[src/rtl/spi_fm_pkg.sv]
package spi_fm_pkg;
  localparam int REG_W   = 8;
  localparam int LEN_W   = 4;
  localparam int CODE_W  = 3;
  localparam int MAX_SH  = 8;

  localparam logic [1:0] A_DATA = 2'd0;
  localparam logic [1:0] A_DIV  = 2'd1;
  localparam logic [1:0] A_MODE = 2'd2;
  localparam logic [1:0] A_PIN  = 2'd3;

  // rate code to left-shift amount: codes 0..6 are 2^code, code 7 is 2^8
  function automatic logic [3:0] code_shift(input logic [CODE_W-1:0] c);
    return (c == 3'd7) ? 4'd8 : {1'b0, c};
  endfunction
endpackage

[src/rtl/spi_fm_clkgen.sv]
module spi_fm_clkgen
  import spi_fm_pkg::*;
#(
  parameter int PRESCALE = 13,
  localparam int CNT_W = $clog2(PRESCALE * (1 << MAX_SH) + 1)
) (
  input  logic              clk,
  input  logic              rst,
  input  logic              run,
  input  logic [CODE_W-1:0] code,
  output logic              mid_stb,
  output logic              end_stb,
  output logic              first_half
);
  localparam logic [CNT_W-1:0] PRE = CNT_W'(PRESCALE);

  logic [CNT_W-1:0] period;
  logic [CNT_W-1:0] half;
  logic [CNT_W-1:0] cnt;

  always_comb begin
    period = PRE << code_shift(code);
    half   = period >> 1;
  end

  always_ff @(posedge clk) begin
    if (rst || !run)                 cnt <= '0;
    else if (cnt == period - 1'b1)   cnt <= '0;
    else                             cnt <= cnt + 1'b1;
  end

  assign mid_stb    = run && (cnt == half);
  assign end_stb    = run && (cnt == period - 1'b1);
  assign first_half = (cnt < half);

  AST_MID_BEFORE_END: assert property (@(posedge clk) disable iff (rst)
    end_stb |-> !mid_stb);
  AST_CNT_IN_BIT: assert property (@(posedge clk) disable iff (rst)
    run |-> (cnt < period));
endmodule

[src/rtl/spi_fm_shifter.sv]
module spi_fm_shifter
  import spi_fm_pkg::*;
#(
  parameter int DATA_W = 8
) (
  input  logic              clk,
  input  logic              rst,
  input  logic              run,
  input  logic              start,
  input  logic              load,
  input  logic [DATA_W-1:0] load_data,
  input  logic              mid_stb,
  input  logic              end_stb,
  input  logic              sin,
  input  logic [LEN_W-1:0]  len,
  output logic [DATA_W-1:0] sreg,
  output logic              done
);
  logic             samp;
  logic [LEN_W-1:0] bitcnt;

  always_ff @(posedge clk) begin
    if (rst) begin
      sreg   <= '0;
      samp   <= 1'b0;
      bitcnt <= '0;
    end else begin
      if (load) sreg <= load_data;
      if (start) bitcnt <= '0;
      if (mid_stb) samp <= sin;
      if (end_stb) begin
        sreg   <= {sreg[DATA_W-2:0], samp};
        bitcnt <= bitcnt + 1'b1;
      end
    end
  end

  assign done = end_stb && (bitcnt == len - 1'b1);

  AST_BITS_WITHIN_FRAME: assert property (@(posedge clk) disable iff (rst)
    run |-> (bitcnt < len));
  AST_SREG_HOLD: assert property (@(posedge clk) disable iff (rst)
    (!$past(end_stb) && !$past(load)) |-> $stable(sreg));
endmodule

[src/rtl/spi_fm_master.sv]
module spi_fm_master
  import spi_fm_pkg::*;
#(
  parameter int PRESCALE = 13
) (
  input  logic             clk,
  input  logic             rst,
  input  logic             wr_en,
  input  logic [1:0]       wr_addr,
  input  logic [REG_W-1:0] wr_data,
  input  logic [1:0]       rd_addr,
  output logic [REG_W-1:0] rd_data,
  input  logic             cpol,
  input  logic             cpha,
  input  logic             sin,
  output logic             sclk,
  output logic             sout,
  output logic             sout_oe,
  output logic             irq
);
  logic              run, flag_en, irq_mask, flag;
  logic [LEN_W-1:0]  len;
  logic [CODE_W-1:0] code;
  logic              mid_stb, end_stb, first_half, done;
  logic [REG_W-1:0]  sreg;
  logic              start, load;

  assign load  = wr_en && (wr_addr == A_DATA) && !run;
  assign start = wr_en && (wr_addr == A_MODE) && !run && wr_data[0] && (len != '0);

  always_ff @(posedge clk) begin
    if (rst) begin
      run      <= 1'b0;
      flag_en  <= 1'b0;
      irq_mask <= 1'b0;
      flag     <= 1'b0;
      len      <= '0;
      code     <= '0;
      sout_oe  <= 1'b0;
    end else begin
      if (wr_en && wr_addr == A_DIV && !run) begin
        flag <= flag & wr_data[7];
        len  <= wr_data[6:3];
        code <= wr_data[2:0];
      end
      if (wr_en && wr_addr == A_MODE) begin
        flag_en  <= wr_data[1];
        irq_mask <= wr_data[2];
      end
      if (wr_en && wr_addr == A_PIN) sout_oe <= wr_data[0];
      if (start) run <= 1'b1;
      if (done) begin
        run <= 1'b0;
        if (flag_en) flag <= 1'b1;
      end
    end
  end

  always_ff @(posedge clk) begin
    if (rst) begin
      sclk    <= cpol;
      irq     <= 1'b0;
      rd_data <= '0;
    end else begin
      sclk <= cpol ^ (run && (cpha ? first_half : !first_half));
      irq  <= flag & irq_mask;
      case (rd_addr)
        A_DATA:  rd_data <= sreg;
        A_DIV:   rd_data <= {flag, len, code};
        A_MODE:  rd_data <= {5'b0, irq_mask, flag_en, run};
        default: rd_data <= '0;
      endcase
    end
  end

  assign sout = sreg[REG_W-1];

  spi_fm_clkgen #(.PRESCALE(PRESCALE)) i_clkgen (
    .clk(clk), .rst(rst), .run(run), .code(code),
    .mid_stb(mid_stb), .end_stb(end_stb), .first_half(first_half)
  );

  spi_fm_shifter #(.DATA_W(REG_W)) i_shifter (
    .clk(clk), .rst(rst), .run(run), .start(start), .load(load),
    .load_data(wr_data), .mid_stb(mid_stb), .end_stb(end_stb),
    .sin(sin), .len(len), .sreg(sreg), .done(done)
  );

  AST_DIV_LOCKED: assert property (@(posedge clk) disable iff (rst)
    ($past(run) && run) |-> ($stable(len) && $stable(code)));
  AST_FLAG_AT_END: assert property (@(posedge clk) disable iff (rst)
    $rose(flag) |-> $past(done));
  AST_RUN_HW_CLEAR: assert property (@(posedge clk) disable iff (rst)
    $fell(run) |-> $past(done));
endmodule

[config.mk]
export PLATFORM = sky130hd
export DESIGN_NAME = spi_fm_master
export DESIGN_NICKNAME = d
export VERILOG_FILES = /design/src/rtl/spi_fm_pkg.sv /design/src/rtl/spi_fm_clkgen.sv /design/src/rtl/spi_fm_shifter.sv /design/src/rtl/spi_fm_master.sv
export SDC_FILE = /design/constraint.sdc
export NUM_CORES = 1
export LEC_CHECK = 0
export ABC_AREA = 1
export BUFFER_PORTS_ARGS = -buffer_cell sky130_fd_sc_hd__buf_2
export CAP_MARGIN = 0
export CORE_MARGIN = 5
export CORE_UTILIZATION = 45
export DETAILED_ROUTE_END_ITERATION = 12
export PLACE_DENSITY_LB_ADDON = 0.15
export SYNTH_ARGS = -nofsm -noshare
export SYNTH_HDL_FRONTEND = slang
export SYNTH_SLANG_ARGS = --single-unit
[constraint.sdc]
create_clock -name clk -period 2.5 [get_ports clk]
set_clock_uncertainty 0.1 [all_clocks]
set_input_delay 0.375 -clock clk [delete_from_list [all_inputs] [get_ports clk]]
set_output_delay 0.375 -clock clk [all_outputs]
set_load 0.02 [all_outputs]
### Word-level counts from Yosys, hierarchy flattened

Index checks and enable logic that the tools add are counted.

* bits in registers: 47
* output and inout bits: 12

* add/subtract/negate cells: 4
* $lt $le $gt $ge: 1
* equal/unequal tests: 9
* shift operators: 1
* mux-type cells: 11
* bitwise logic cells: 3
* reduce and logical (&&, ||, !) cells: 23

Operator list (count)
* $pmux W8 S3: 1
* $mux W8: 2
* $logic_and A1 B1 Y1: 13
* $add A12 B1 Y12 const B: 1
* $eq A12 B11 Y1: 1
* $eq A12 B12 Y1: 1
* $lt A12 B11 Y1: 1
* $mux W4: 3
* $shl A4 B4 Y12 const A: 1
* $sub A12 B1 Y12 const B: 1
* $eq A2 B2 Y1 const B: 3
* $mux W1: 5
* $add A4 B1 Y4 const B: 1
* $eq A2 B1 Y1 const B: 2
* $eq A4 B4 Y1: 1
* $logic_not A2 Y1: 2
* $reduce_bool A2 Y1: 2
* $reduce_bool A4 Y1: 1
* $reduce_or A2 Y1: 2
* $sub A4 B1 Y4 const B: 1
* $eq A3 B3 Y1 const B: 1
* $and A1 B1 Y1: 2
* $logic_not A1 Y1: 2
* $logic_or A1 B1 Y1: 1
* $xor A1 B1 Y1: 1

### Depth between registers and ports, before layout

Gate-level depths: netlist (run 1).

* word-level depth: 9
* depth in mapped cells: 20
* mapped depth without buffers: 19

### Cells and area by module

A second synthesis (run 1) with hierarchy kept.

* cell total of the unflattened synthesis: 425
* area, all modules: 2841.5 um^2

Modules (own cells, without submodules)
* spi_fm_clkgen: times used 1, cells each 194, area each 1221.2 um^2
* spi_fm_master: times used 1, cells each 130, area each 940.9 um^2
* spi_fm_shifter: times used 1, cells each 101, area each 679.4 um^2

### Worst setup path before layout (run 1)

OpenSTA, ideal clock, no wires.

* path type: reg-to-reg
* start point: reg code[1]
* end point: reg sclk
* library setup time: 113 ps
* data arrival time: 2225 ps
* data required time: 2287 ps
* slack: 63 ps
* cell stages (with the launch flop): 21
* buffers on the path: 1
* cell sequence: dfxtp_1 > buf_4 > nand2_1 > inv_1 > nor2_1 > inv_1 > ha_1 > inv_1 > o21ai_0 > inv_1 > ha_1 > a21oi_1 > o21ai_0 > nand4_1 > nand2_1 > inv_1 > nand2_1 > nand2_1 > nand3_1 > nand2_1 > nand2_1

* word-level cells in the longest chain between the ends: 9

Ends and longest elaborated chain
* start: declaration: line spi_fm_master.sv:23 `logic [CODE_W-1:0] code;`
* start signal: assignment: line spi_fm_master.sv:44 `code <= wr_data[2:0];`
* $eq A3 B3 Y1: line spi_fm_pkg.sv:14 `return (c == 3'd7) ? 4'd8 : {1'b0, c};`
* $mux W4 *: line spi_fm_pkg.sv:14
* $shl A4 B4 Y12 *: line spi_fm_clkgen.sv:22 `period = PRE << code_shift(code);`
* $lt A12 B11 Y1 *: line spi_fm_clkgen.sv:34 `assign first_half = (cnt < half);`
* $logic_not A1 Y1: line spi_fm_master.sv:65 `sclk <= cpol ^ (run && (cpha ? first_half : !first_half));`
* $mux W1 *: line spi_fm_master.sv:65
* $logic_and A1 B1 Y1 *: line spi_fm_master.sv:65
* $xor A1 B1 Y1 *: line spi_fm_master.sv:65
* $mux W1 *: line spi_fm_master.sv:60 `if (rst) begin`
* end signal: assignment: line spi_fm_master.sv:61 `sclk <= cpol;`
* end signal: assignment: line spi_fm_master.sv:65
* end: declaration: line spi_fm_master.sv:16 `output logic sclk,`

Every way passes the cells marked *; elsewhere a longest branch is shown, timed or not.
A chain may end at the register's enable or synchronous reset.

### Final worst setup path (run 1)

* start point: reg code[2]
* end point: reg sclk

Same word-level chain as after synthesis.

==> reports/qor.yml, run 1 <==
yosys:
  ys_seq_elements: 47
  syn_inst: 429
  syn_nets: 463
  synth.distinct_cells: 33
  syn_area_per_cell_um2: 6.66
  syn-cell-area_um2: 2860
  yosysWarnings: 0
  yosysSeqAreaShare_pct: 33.0
sta:
  drv_slew: 0
  setup-violations-final: 0
  post-route-period-util_pct: 93.0
  fmax_mhz: 430
  period_minus_slack_ns: 2.32
  slew_headroom_pct: 62.1
  final-hold-violation-count: 0
  fin_setup_tns_ns: 0
  tightest_slew_ns: 0.566
floorplanning:
  die_area_um2: 8040
  fp.dieW_um: 89.7
  start_util_pct: 45.5
  die_height_um: 89.7
  core_um2: 6280
  io_pins: 30
  num_rows: 29
clock_network:
  cts_tree: "built"
  clock_sinks: 47
  cts_buffer_depth: 2
  insertion_delay_ns: 0.31
  path_clk_slew_ns: 0.10
  ctsHoldBuffers: 0
  cts_buffers: 5
  htreeDepth: 2
  root_buffer: "clkbuf_8"
placed_design:
  io_buffers: 29
  postPlaceCellArea_um2: 3190
  place_congestion: 0.853
  hpwl_mm: 5.45
  numPlacedInstances: 543
layout:
  ff_latch_area_um2: 950
  finalNonFillerCells: 553
  layout_common_cells: "101 x nand2_1, 56 x nor2_1, 46 x inv_1, 44 x dfxtp_1, 35 x nand3_1"
  area_delta_synth_final_pct: 19.4
  nFillCells: 640
  multiInputGateArea_um2: 1750
  final_area_um2: 3410
  mostFrequentLayoutCell: "nand2_1"
  drive_gt1_share_pct: 20.6
  nets: 509
  antenna_cells: 0
global_route:
  grt_pass1_wl_mm: 11.8
  grt_usage_pct: 19.1
  grt_max_degree: 23
  antenna_found_initial: 0
  grt_pass1_vias: 2647
  grt_overflow: 0
detailed_routing:
  drcViolationCount: 0
  drt-initial-drc-count: 91
  wl_per_cell_um: 12.9
  wirelength_mm: 7.16
  viasPerCell: 5.15
  first_pass_iters: 8
  dr_total_vias: 2847
  ant_nets: 0
setup_path:
  cp.arrival_ns: 2.44
  start_kind: "flop"
  cp_max_fo: 3
  cp_data_required_time_ns: 2.61
  crit_type: "reg2reg"
  end_kind: "flop"
  reg2reg_depth: 17
power:
  power_density_nw_per_um2: 440
  power.leakage_uw: 0.00162
  ir_drop_mv: 0.364
run_status:
  status: "finished, final reports clean"
min_path:
  hp-class: "in2reg"
  hold_depth: 3
run:
  drv_cap: 0
-- final cells by class --
class                   count  share of cell area, %
multi-input cells         316                   51.4
flip-flops and latches     47                   27.9
repair buffers             48                   8.81
inverters                  57                   6.39
well taps                  77                   2.83
clock buffers               5                   2.02
clock inverters             3                  0.734
-- cell families (layout without fill, tap and decap cells) --
family,count (synthesis),in the layout,synth area share [%]
AOI/OAI and AO/OA,53,53,9.73
xor gates and xnor gates,9,9,2.76
adders and majority gates,16,16,7.01
buffers and inverters,66,113,9.16
DFF,47,47,33.0
and+or+nand+nor,238,238,38.4
-- final timing paths --
| path | start | end | slack, ns |
|---|---|---|---|
| worst max-delay path | code[2] | sclk | 0.18 |
| worst min-delay path | cpol | sclk | 0.17 |
| worst max register to register | code[2] | sclk | 0.18 |
| worst min register to register | i_shifter.samp | i_shifter.samp | 0.36 |
-- critical path: stages, from the launching register on --
cell and delay, ns:
dfxtp_4 0.38, nand2_4 0.07, inv_2 0.05, nor2_4 0.15, ha_2 0.18, inv_1 0.06, nand2_2 0.08, nand2_2 0.07
ha_4 0.22, a21o_1 0.18, a211oi_2 0.23, nand2_1 0.09, inv_2 0.06, nand2_1 0.04, nand2_1 0.08, nand3_1 0.07
nand2_1 0.08, nand2_1 0.05
-- metrics by stage --
step                      hold WS [ns]  total power [uW]  setup slack [ns]  util (%)
after detailed placement         0.336              1000           -0.0218      50.8
after CTS                        0.164              1500           0.00412      52.4
after floorplan                  0.320               934            0.0627         -
final                            0.169              1500             0.176      54.3
after global placement           0.339              1000            0.0464      50.8
after global routing             0.179              1580          -0.00489      54.3
-- what timing repair did --
item,CTS,global route
pin swaps,0,14
resized for setup,3,33
setup buffers,0,2
endpoints found under the setup margin,1,19
-- metal layers --
layer | track usage [%] | wire length [um] | part of all wire [%] | vias to the layer above
met4 | 8.25 | 241 | 3.4 | 0
met5 | 0 | 0 | 0 | -
met2 | 34.7 | 3660 | 51 | 64
met1 | 21.7 | 2990 | 42 | 1285
met3 | 3.19 | 267 | 3.7 | 24
li1 | - | - | - | 1474
-- power by group --
part	leakage (uW)	switching [uW]	internal (uW)	total, uW
Clock	0.0000452	289	204	493
Sequential	0.000383	13.8	764	778
Combinational	0.00120	140	87.6	227
Total	0.00162	442	1060	1500
-- Yosys cell counts --
library cell / count / area, um2
nand3_4: 2 / 35.0
nor2_8: 2 / 40.0
dfxtp_1: 47 / 941
nand2_2: 1 / 6.26
clkinv_2: 1 / 5.00
nand2_1: 107 / 402
nand3_2: 2 / 20.0
buf_2: 1 / 5.00
buf_1: 1 / 3.75
a21oi_1: 28 / 140
or2_2: 1 / 6.26
xor2_1: 5 / 43.8
nor4_1: 1 / 6.26
o21ai_1: 2 / 10.0
inv_1: 53 / 199
nor3_1: 6 / 30.0
o21ai_0: 17 / 85.1
xnor2_1: 4 / 35.0
nor2_4: 1 / 11.3
nand3_1: 36 / 180
a211oi_1: 2 / 15.0
ha_1: 16 / 200
clkbuf_1: 4 / 15.0
nand3b_1: 1 / 7.51
a21o_1: 2 / 15.0
buf_4: 3 / 22.5
inv_2: 2 / 7.51
nor3b_1: 1 / 7.51
nand4_1: 16 / 100
nand2_4: 2 / 22.5
nor2_1: 59 / 221
a31oi_1: 2 / 12.5
clkinv_1: 1 / 3.75
-- sequential cells by signal, indices dropped and copies added (netlist names), 3 cells and up --
| name | flops |
|---|---|
| i_shifter.sreg | 8 |
| rd_data | 8 |
| i_shifter.bitcnt | 4 |
| code | 3 |
| len | 4 |
| i_clkgen.cnt | 12 |
Note: power is estimated with default switching activity, not from simulation.
==> inputs of run 2 (changes only) <==
--- a/config.mk
+++ b/config.mk
@@ -14,4 +14,5 @@
 export PLACE_DENSITY_LB_ADDON = 0.15
 export SYNTH_ARGS = -nofsm -noshare
 export SYNTH_HDL_FRONTEND = slang
+export SYNTH_HIERARCHICAL = 1
 export SYNTH_SLANG_ARGS = --single-unit
==> reports/qor.yml, run 2 <==
setup_path:
  regToRegEndpoint: "sclk"
  cp_max_fo: 5
  crit_end: "sclk"
  end_kind: "flop"
  start_kind: "flop"
  r2r_slack_ns: -0.04
  reg2reg_depth: 17
  cp_data_required_time_ns: 2.62
  crit_path_max_incr_delay_ns: 0.38
  crit_chain: "nand2_4 -> nor2_4 -> nor2_4 -> inv_2 -> ha_4 -> inv_2 -> nand2_2 -> o211ai_1 -> ha_1 -> a21oi_2 -> o21a_1 -> o21ai_1 -> nor2_1 -> inv_1 -> or2_4 -> nand4_1 -> nand2_1"
  reg2reg_from: "code[1]"
  crit_slowest_cell: "dfxtp_4"
  startpoint: "code[1]"
  cp.arrival_ns: 2.65
  crit_type: "reg2reg"
floorplanning:
  start_util_pct: 45.5
  io_pins: 30
  fp.dieW_um: 89.5
  die_height_um: 89.5
  num_rows: 29
  die_area_um2: 8000
  core_um2: 6240
detailed_routing:
  wirelength_mm: 7.39
  dr_total_vias: 2881
  wl_per_cell_um: 13.2
  viasPerCell: 5.14
  drt-initial-drc-count: 196
  first_pass_iters: 5
  drcViolationCount: 0
  ant_nets: 0
yosys:
  ys_seq_elements: 47
  async_flop_share_pct: 0
  synth-edff-count: 0
  synth_top_area_share_pct: 33.1
  synth_most_common_cell: "nand2_1"
  syn-cell-area_um2: 2840
  synthTopCellsByArea: "dfxtp_1 33%, nand2_1 11%, nor2_1 8.6%, inv_1 7.1%, ha_1 7.0%"
  yosysSeqAreaShare_pct: 33.1
  syn_area_per_cell_um2: 6.69
  syn_nets: 459
  synth-main-ff-cell: "dfxtp_1"
  yosysTopAreaCell: "dfxtp_1"
  yosysWarnings: 6
  synth.distinct_cells: 34
  synthTopCellsByCount: "87 x nand2_1, 65 x nor2_1, 54 x inv_1, 47 x dfxtp_1, 32 x nand3_1"
  syn_inst: 425
placed_design:
  hpwl_mm: 5.43
  place_ws_ns: -0.163
  place_congestion: 0.881
  numPlacedInstances: 546
  io_buffers: 29
clock_network:
  cts_buffer_depth: 2
  cts_buffers: 5
  ctsHoldBuffers: 0
  cts_tree: "built"
  path_clk_slew_ns: 0.10
  htreeDepth: 2
  insertion_delay_ns: 0.31
  root_buffer: "clkbuf_8"
  clock_sinks: 47
power:
  power_density_nw_per_um2: 450
  finalPower_uw: 1620
  ir_drop_mv: 0.237
  power.leakage_uw: 0.00160
global_route:
  grt_overflow: 0
  grt_max_degree: 17
  grt_pass1_wl_mm: 12.3
  antenna_found_initial: 0
  grt_usage_pct: 19.4
  grt_pass1_vias: 2636
layout:
  nFillCells: 617
  top_register: "i_clkgen/cnt"
  largest_register_ffs: 12
  area_delta_synth_final_pct: 26.3
  multiInputGateArea_um2: 1800
  layout_common_cells: "77 x nand2_1, 56 x nor2_1, 45 x inv_1, 44 x dfxtp_1, 30 x nand3_1"
  mostFrequentLayoutCell: "nand2_1"
  reg_top3: "i_clkgen/cnt (12), i_shifter/sreg (8), rd_data (8)"
  ff_latch_area_um2: 950
  drive_gt1_share_pct: 26.7
  finalNonFillerCells: 561
  nets: 517
  antenna_cells: 0
sta:
  fin_setup_tns_ns: -0.0385
  period_minus_slack_ns: 2.54
  tightest_slew_ns: 0.348
  fmax_mhz: 394
  layout_setup_ws_ns: -0.0385
  worst_hold_slack_ns: 0.182
  slew_headroom_pct: 76.7
  setup-violations-final: 1
  post-route-period-util_pct: 102
  final-hold-violation-count: 0
  rsz0062_at_grt: "true"
  drv_slew: 0
min_path:
  hp-class: "in2reg"
run_status:
  status: "complete, but fails checks"
  violations: "negative setup slack"
run:
  drv_cap: 0
-- run 2: cell type report --
class	instances	area share, %
Multi-Input combinational cell	310	50.1
Sequential cell	47	26.5
Timing Repair Buffer	57	10.7
Inverter	62	6.90
Tap cell	77	2.68
Clock buffer	5	1.92
Clock inverter	3	1.32
-- run 2: layer usage --
metal / share of wire (%) / vias up / track usage [%]
li1: - / 1473 / -
met1: 46 / 1302 / 27.7
met2: 47 / 94 / 29.7
met3: 6.2 / 12 / 3.41
met4: 1.2 / 0 / 5.82
met5: 0 / - / 0
-- run 2: report_power, final --
part / total [uW] / switching, uW / internal (uW)
combinational: 247 / 149 / 98.0
sequential: 785 / 18.0 / 767
clock: 586 / 283 / 303
-- run 2: critical path: cells and delay by family, from the launching register on --
kind	cells	cell delay [ns]
AND/OR/NAND/NOR	8	0.75
AO/OA/AOI/OAI	4	0.43
adder cells (fa/ha/maj)	2	0.60
buffers and inverters	3	0.17
flip-flops	1	0.38
-- run 2: worst min path at each step --
stage / start / end / slack, ns / cells after the start
after floorplan: irq_mask / irq / 0.32 / 2
after global placement: irq_mask / irq / 0.35 / 2
after detailed placement: irq_mask / irq / 0.35 / 2
after CTS: cpol / sclk / 0.16 / 3
after global routing: cpol / sclk / 0.17 / 3
final: cpol / sclk / 0.18 / 3
-- run 2: cell families after synthesis --
family | synth area share [%]
AOI/OAI and AO/OA | 11.1
DFF | 33.1
xor gates and xnor gates | 3.70
and+or+nand+nor | 35.2
adders and majority gates | 7.05
buffers and inverters | 9.91
-- run 2: through the flow --
step,instance area (um2),utilization (%)
4_1_cts,3400,54.5
2_1_floorplan,2850,-
3_3_place_gp,3200,51.3
5_1_grt,3590,57.5
3_5_place_dp,3200,51.3
6_report,3590,57.5
-- run 2: repair_timing --
item,in CTS,in global routing
pin swaps,11,37
cloned,0,0
setup buffers,5,2
endpoints found under the setup margin,12,16
gates resized for setup,14,54
